### config.mk
export PLATFORM = sky130hd
export DESIGN_NAME = risc_core
export DESIGN_NICKNAME = d
export VERILOG_FILES = /design/src/rtl/risc_core.sv
export SDC_FILE = /design/constraint.sdc
export NUM_CORES = 2
export LEC_CHECK = 0
export CORE_ASPECT_RATIO = 0.9
export CORE_MARGIN = 2
export CORE_UTILIZATION = 63
export DETAILED_ROUTE_END_ITERATION = 12
export GPL_ROUTABILITY_DRIVEN = 1
export PLACE_DENSITY_LB_ADDON = 0.05
export RECOVER_POWER = 25
export SLEW_MARGIN = 20
export SYNTH_ARGS = -nofsm -noshare
export SYNTH_HDL_FRONTEND = slang
export SYNTH_HIERARCHICAL = 1
export SYNTH_SLANG_ARGS = --single-unit
### constraint.sdc
create_clock -name clk -period 13.1 [get_ports clk]
set_input_delay 3.93 -clock clk [delete_from_list [all_inputs] [get_ports clk]]
set_output_delay 3.93 -clock clk [all_outputs]
set_load 0.02 [all_outputs]
### src/rtl/risc_core.sv
module risc_next_pc (
  input  logic [31:0] pc,
  input  logic [15:0] imm,
  input  logic [25:0] target,
  input  logic [31:0] reg_val,
  input  logic        take_branch,
  input  logic        do_jump,
  input  logic        do_jreg,
  output logic [31:0] pc_plus4,
  output logic [31:0] next_pc
);
  logic [31:0] br_off;

  assign pc_plus4 = pc + 32'd4;
  assign br_off   = {{14{imm[15]}}, imm, 2'b00};

  always_comb begin
    if (do_jreg)          next_pc = reg_val;
    else if (do_jump)     next_pc = {pc_plus4[31:28], target, 2'b00};
    else if (take_branch) next_pc = pc_plus4 + br_off;
    else                  next_pc = pc_plus4;
  end
endmodule

module risc_core #(
  parameter logic [31:0] RESET_PC = 32'd0
) (
  input  logic        clk,
  input  logic        rst,
  output logic [31:0] imem_addr,
  input  logic [31:0] imem_data,
  output logic [31:0] dmem_addr,
  output logic [31:0] dmem_wdata,
  output logic        dmem_we,
  input  logic [31:0] dmem_rdata
);
  localparam logic [5:0] OP_R = 6'd0, OP_J = 6'd2, OP_JAL = 6'd3, OP_BEQ = 6'd4,
                         OP_BNE = 6'd5, OP_ADDI = 6'd8, OP_SLTI = 6'd10, OP_ANDI = 6'd12,
                         OP_ORI = 6'd13, OP_LUI = 6'd15, OP_LW = 6'd35, OP_SW = 6'd43;
  localparam logic [5:0] FN_JR = 6'd8, FN_ADD = 6'd32, FN_SUB = 6'd34, FN_SLT = 6'd42;

  logic [31:0] pc, pc_plus4, next_pc;
  logic [31:0] regs [32];

  logic [5:0]  op, funct;
  logic [4:0]  rs, rt, rd;
  logic [15:0] imm;
  logic [31:0] a, b, imm_s, imm_z;
  logic [31:0] result;
  logic [4:0]  wr_sel;
  logic        wr_en;

  assign op    = imem_data[31:26];
  assign rs    = imem_data[25:21];
  assign rt    = imem_data[20:16];
  assign rd    = imem_data[15:11];
  assign funct = imem_data[5:0];
  assign imm   = imem_data[15:0];
  assign imm_s = {{16{imm[15]}}, imm};
  assign imm_z = {16'd0, imm};

  assign a = (rs == 5'd0) ? 32'd0 : regs[rs];
  assign b = (rt == 5'd0) ? 32'd0 : regs[rt];

  always_comb begin
    result = 32'd0;
    wr_en  = 1'b0;
    wr_sel = rt;
    unique case (op)
      OP_R: begin
        wr_sel = rd;
        case (funct)
          FN_ADD: begin result = a + b; wr_en = 1'b1; end
          FN_SUB: begin result = a - b; wr_en = 1'b1; end
          FN_SLT: begin result = {31'd0, $signed(a) < $signed(b)}; wr_en = 1'b1; end
          default: ;
        endcase
      end
      OP_ADDI: begin result = a + imm_s; wr_en = 1'b1; end
      OP_SLTI: begin result = {31'd0, $signed(a) < $signed(imm_s)}; wr_en = 1'b1; end
      OP_ANDI: begin result = a & imm_z; wr_en = 1'b1; end
      OP_ORI:  begin result = a | imm_z; wr_en = 1'b1; end
      OP_LUI:  begin result = {imm, 16'd0}; wr_en = 1'b1; end
      OP_LW:   begin result = dmem_rdata; wr_en = 1'b1; end
      OP_JAL:  begin result = pc_plus4; wr_en = 1'b1; wr_sel = 5'd31; end
      default: ;
    endcase
  end

  always_ff @(posedge clk)
    if (wr_en && wr_sel != 5'd0) regs[wr_sel] <= result;

  risc_next_pc u_npc (
    .pc          (pc),
    .imm         (imm),
    .target      (imem_data[25:0]),
    .reg_val     (a),
    .take_branch ((op == OP_BEQ && a == b) || (op == OP_BNE && a != b)),
    .do_jump     (op == OP_J || op == OP_JAL),
    .do_jreg     (op == OP_R && funct == FN_JR),
    .pc_plus4    (pc_plus4),
    .next_pc     (next_pc)
  );

  always_ff @(posedge clk)
    if (rst) pc <= RESET_PC;
    else     pc <= next_pc;

  assign imem_addr  = pc;
  assign dmem_addr  = a + imm_s;
  assign dmem_wdata = b;
  assign dmem_we    = !rst && op == OP_SW;
endmodule

# Yosys cells after proc, flatten, opt, wreduce, memory -nomap -nowiden
# Memory sizes are Yosys's and may differ from the RTL's.
# Cells that the tools add are included.
# totals
ramBits,1024
memories,1
register_bits,32
output_inout_bits,97
# op_classes
reduce_logical,14
n_eq_ne,17
n_lt_le_gt_ge,2
muxes,12
bitwise_logic,2
n_addsub,5
# mem_list
name,depth,word_bits,read_ports,rd_clocked_by_memory_dff,write_ports,line_no,text
regs,32,32,2,0,1,43,logic [31:0] regs [32];
# ops
operator,n
$pmux 32 s8,1
$mux 32,5
$add 32x32->32,3
$pmux 32 s3,1
$eq 6x4->1 const B,6
$add 32x3->32 const B,1
$and 32x16->32,1
$eq 32x32->1,1
$lt 32x16->1,1
$lt 32x32->1,1
$ne 32x32->1,1
$or 32x16->32,1
$sub 32x32->32,1
$eq 6x6->1 const B,5
$eq 6x2->1 const B,2
$eq 6x3->1 const B,2
$logic_not 5->1,2
$pmux 5 s2,1
$reduce_or 7->1,1
$logic_not 6->1,1
$logic_and 1x1->1,5
$reduce_bool 5->1,1
$mux 1,3
$reduce_or 3->1,1
3 further kinds,4

# Logic depth before layout (Yosys ltp)
# depth
ltp_word,8
mapped_depth,27
mapped_depth_nobuf,22

# Hierarchy
# Netlist, hierarchy kept.
# by_module_without_submodules
module,instances,area_each_um2,seq_area_each_um2,cells_per_inst
risc_core,1,55781.0,31390.1,3463
risc_next_pc,1,3089.2,0.0,471

# Worst setup path before layout
# OpenSTA, ideal clock, no wires.
# synth_path
kind,input -> output
from,in imem_data[21]
to,out dmem_addr[30]
slack_ps,801
required_ps,9170
n_path_buf,5
stages,21
t_arrival_ps,8369
cell_sequence,buf_2 -> buf_6 -> buf_4 -> buf_4 -> buf_4 -> mux4_2 -> a221oi_1 -> or3_1 -> inv_1 -> ha_1 -> fa_1 -> a21o_1 -> a41oi_1 -> and3_1 -> o31a_1 -> a21oi_4 -> a22oi_2 -> and2_4 -> o31ai_2 -> a21oi_1 -> xnor2_1
# synth_between
elab_chain_len,3
word_cells_on_any_way,4
cone_classes,add/sub: 1; mux: 1; reduce/logical: 1; memory: 1
# synth_rtl
element,line_no,text
from (decl),31,"input logic [31:0] imem_data,"
$mem_v2 32x32 / $logic_not 5->1 (equally long branches),n/a,
$mux 32 (*),62,assign a = (rs == 5'd0) ? 32'd0 : regs[rs];
net a[0],48,"logic [31:0] a, b, imm_s, imm_z;"
$add 32x32->32 (*),110,assign dmem_addr = a + imm_s;
to (decl),32,"output logic [31:0] dmem_addr,"
# The timed path passes the listed nets; every way through them passes the cells marked *.

# Worst setup path after layout
# layout_path
from,in imem_data[22]
to,out dmem_addr[31]
# layout_between
elab_chain_len,3
word_cells_on_any_way,4
cone_classes,add/sub: 1; mux: 1; reduce/logical: 1; memory: 1
# layout_rtl
element,line_no
$mem_v2 32x32 / $logic_not 5->1 (equally long branches),n/a
$mux 32 (*),62
$add 32x32->32 (*),110
# Every way passes the cells marked *; elsewhere a longest branch is shown, timed or not.

==> results.json <==
{
  "initial_utilization_pct": 63.5,
  "wirelength_mm": 194,
  "tns_ps": 0,
  "yosysWarnings": 6,
  "ctsHoldBuffers": 0,
  "cp-end-kind": "output port",
  "post-cts-setup-buffers": 0,
  "die_area_um2": 95900,
  "r2r-end": "regs[8][31]",
  "io_pins": 163,
  "cp_max_fo": 21,
  "pwr-share-seq_pct": 45.2,
  "max_freq_mhz": 77.0,
  "cap_violations": 17,
  "async_reset_ff_share_pct": 0,
  "placed_cells": 5309,
  "die_w_um": 326,
  "instances_no_fill": 5503,
  "synth_ff_type": "edfxtp_1",
  "grt_usage_pct": 40.4,
  "violations": "max-capacitance violations, max-slew violations",
  "die_y_um": 294,
  "vias_per_cell": 7.36,
  "worst_ep_required_time_ps": 9170,
  "syn-cell-area_um2": 58900,
  "worstMarginPinSlew_ps": 4440,
  "ir_worst_vdd_mv": 0.121,
  "numCtsBuffers": 103,
  "hold_viol": 0,
  "finalSetupViolations": 0,
  "clkPwrFrac_pct": 35.4,
  "relSlewSlack_pct": -196,
  "rows": 106,
  "vias": 40500,
  "htree_levels": 3,
  "drtIter0Drc": 6234,
  "core-area_um2": 92700,
  "fin_worst_skew_ps": 31.7,
  "fin_area_um2": 66500,
  "grt_antenna_before_repair": 5,
  "startpoint_type": "input port",
  "synth_edf_count": 1024,
  "min_from": "imem_addr[1]",
  "hp-class": "reg -> reg",
  "routabilityCongestion": 1.03,
  "outcome": "finished, violations left",
  "power_mw": 8.23,
  "path_clk_slew_ps": 60,
  "p_sw_share_pct": 27.3,
  "area_growth_pct": 12.9,
  "powerDensity_nw_per_um2": 124,
  "whs_ps": 633,
  "cts_root_buf": "clkbuf_16",
  "r2r-start": "regs[15][5]",
  "drtPass1Iterations": 8,
  "min_path_cells": 2,
  "timing.final.crit_share_pct": 99.1,
  "clkSinkCount": 1056,
  "power_frac_comb_pct": 19.3,
  "clk_latency_ps": 710,
  "syn_avg_cell_area_um2": 15.0,
  "grt_max_degree": 108,
  "clockBufferDepth": 3,
  "io_buffer_count": 162,
  "cp.arrival_ps": 9060,
  "dpl.hpwl_mm": 118,
  "finalNetCount": 4434,
  "drive_gt1_share_pct": 24.3,
  "synth-seq-area-share_pct": 53.3,
  "crit_type": "in -> out",
  "drcViolationCount": 0,
  "ys_seq_elements": 1056,
  "wl_per_cell_um": 35.2,
  "cts_tree": "done",
  "holdPathEnd": "imem_addr[1]",
  "power.switching_mw": 2.25,
  "rrSetupSlack_ps": 6770,
  "pre_cts_ws_ps": -20.0,
  "ys_types": 94,
  "place_area_um2": 63100,
  "period_needed_ps": 12990,
  "grt-ovfl-total": 0,
  "synthCells": 3934,
  "fin_ws_ps": 113,
  "ff2ff_path_depth": 17,
  "utilization_pct": 71.7,
  "p_leak_nw": 23.4,
  "p_int_mw": 5.98,
  "final_antenna_net_count": 0,
  "rsz0062_at_grt": "false",
  "maxSlewViolCount": 570,
  "grt_pass1_wl_mm": 275,
  "grt_pass1_vias": 38700
}
cells by family (layout without fill, tap and decap cells):
group / count (synthesis) / in the layout / synth area share [%]
adder cells (fa/ha/maj): 196 / 196 / 4.22
XOR/XNOR: 112 / 112 / 1.69
multiplexers: 708 / 708 / 23.4
AND/OR/NAND/NOR: 729 / 729 / 5.92
other: 1 / 35 / 0.00637
flip-flops: 1056 / 1056 / 53.3
AO/OA/AOI/OAI: 737 / 737 / 8.59
buffers and inverters: 395 / 688 / 2.81
Yosys cell counts (7+ instances only):
cell type	count	area (µm²)
edfxtp_1	1024	30700
mux4_2	532	12000
nor2_1	230	863
ha_1	192	2400
a21oi_1	185	926
nand2_1	182	683
clkbuf_1	162	608
inv_1	129	484
mux2i_1	127	1270
o21ai_0	104	521
xnor2_1	80	701
a21o_1	77	578
buf_2	54	270
nor2b_1	52	325
mux2_2	49	552
nor3_1	48	240
nand2b_1	45	282
nand3_1	43	215
o22ai_1	41	257
dfxtp_1	32	641
a221oi_1	31	272
o221ai_1	31	272
xor2_1	30	263
a211oi_1	28	210
buf_1	25	93.8
nand4_1	24	150
or3_1	24	150
buf_4	23	173
o211ai_1	21	158
a211o_1	20	175
a31oi_1	20	125
o21bai_1	20	150
a222oi_1	16	160
and3_1	16	100
nor4_1	16	100
a22oi_1	14	105
a221o_1	12	120
o21ai_1	12	60.1
o21a_1	11	82.6
o31ai_1	11	82.6
a22o_1	10	87.6
and2_1	9	56.3
and4_1	8	70.1
a311oi_1	7	61.3
or2_2	7	43.8
cells in the final DEF, fill, tap and decap left out, types with 20 or more instances in the layout:
cell	instances
xnor2_1	80
o22ai_1	41
inv_1	129
clkinv_1	29
nand3_1	42
a221oi_1	31
nand2b_1	45
dfxtp_1	32
a211o_1	20
a21oi_1	185
conb_1	32
nor3_1	44
nand2_1	180
mux2_2	49
nor2_1	196
nor2b_1	51
dlygate4sd3_1	33
nand4_1	24
o21bai_1	20
clkbuf_1	40
o221ai_1	31
mux4_2	532
edfxtp_1	1024
nor2_4	32
clkdlybuf4s50_1	116
buf_4	174
clkbuf_16	105
ha_1	192
o21ai_0	87
o211ai_1	21
a31oi_1	20
a211oi_1	27
a21o_1	77
xor2_1	30
mux2i_1	127
critical path: stages:
cell             delay, ps
buf_8                  160
or3_2                  680
buf_4                  270
buf_4                  200
o221ai_1               240
a221oi_1               100
or3_1                  440
ha_1                   410
nand4_1                180
nor2_1                  90
a2111oi_4              390
nand2_2                200
a2111oi_2              390
buf_4                  190
nor3_1                  50
a21oi_2                220
o31ai_2                100
xnor2_2                150
clkdlybuf4s50_1        630
flip-flops by register name, summed over array words and instances (netlist names):
signal     cells
regs        1024
imem_addr     32
timing repair:
| item | CTS | global route |
|---|---|---|
| gates cloned | 0 | 0 |
| gates resized for setup | 1 | 13 |
| endpoints found under the setup margin | 4 | 12 |
power by group through the flow:
stage	registers, mW	logic (mW)	clock network, mW
3_5_place_dp	3.79	1.54	0
3_3_place_gp	3.79	1.54	0
6_report	3.72	1.59	2.92
4_1_cts	3.72	1.56	2.93
5_1_grt	3.72	1.68	3.06
2_1_floorplan	3.80	0.976	0
worst max-delay path by stage:
stage	from	end	slack, ps	depth (start not counted)
3_3_place_gp	imem_data[22]	dmem_addr[31]	-10	19
3_5_place_dp	imem_data[22]	dmem_addr[31]	-20	19
6_report	imem_data[22]	dmem_addr[31]	110	19
5_1_grt	imem_data[22]	dmem_addr[30]	3	18
2_1_floorplan	imem_data[21]	dmem_addr[30]	800	21
4_1_cts	imem_data[22]	dmem_addr[31]	20	19
cell type report:
type	count	area, µm²
Sequential cell	1056	31400
Multi-Input combinational cell	2514	26400
Fill cell	5938	26200
Timing Repair Buffer	368	3340
Clock buffer	127	2710
Tap cell	1242	1550
Clock inverter	64	568
Inverter	129	484
Antenna cell	3	7.51
metal layers:
metal / part of all wire (%) / global-route usage (%)
met2: 47 / 62.8
met3: 12 / 9.57
met5: 0.056 / 0.708
met1: 35 / 54.3
met4: 6.0 / 19.9
Note: power is estimated with default switching activity, not from simulation.
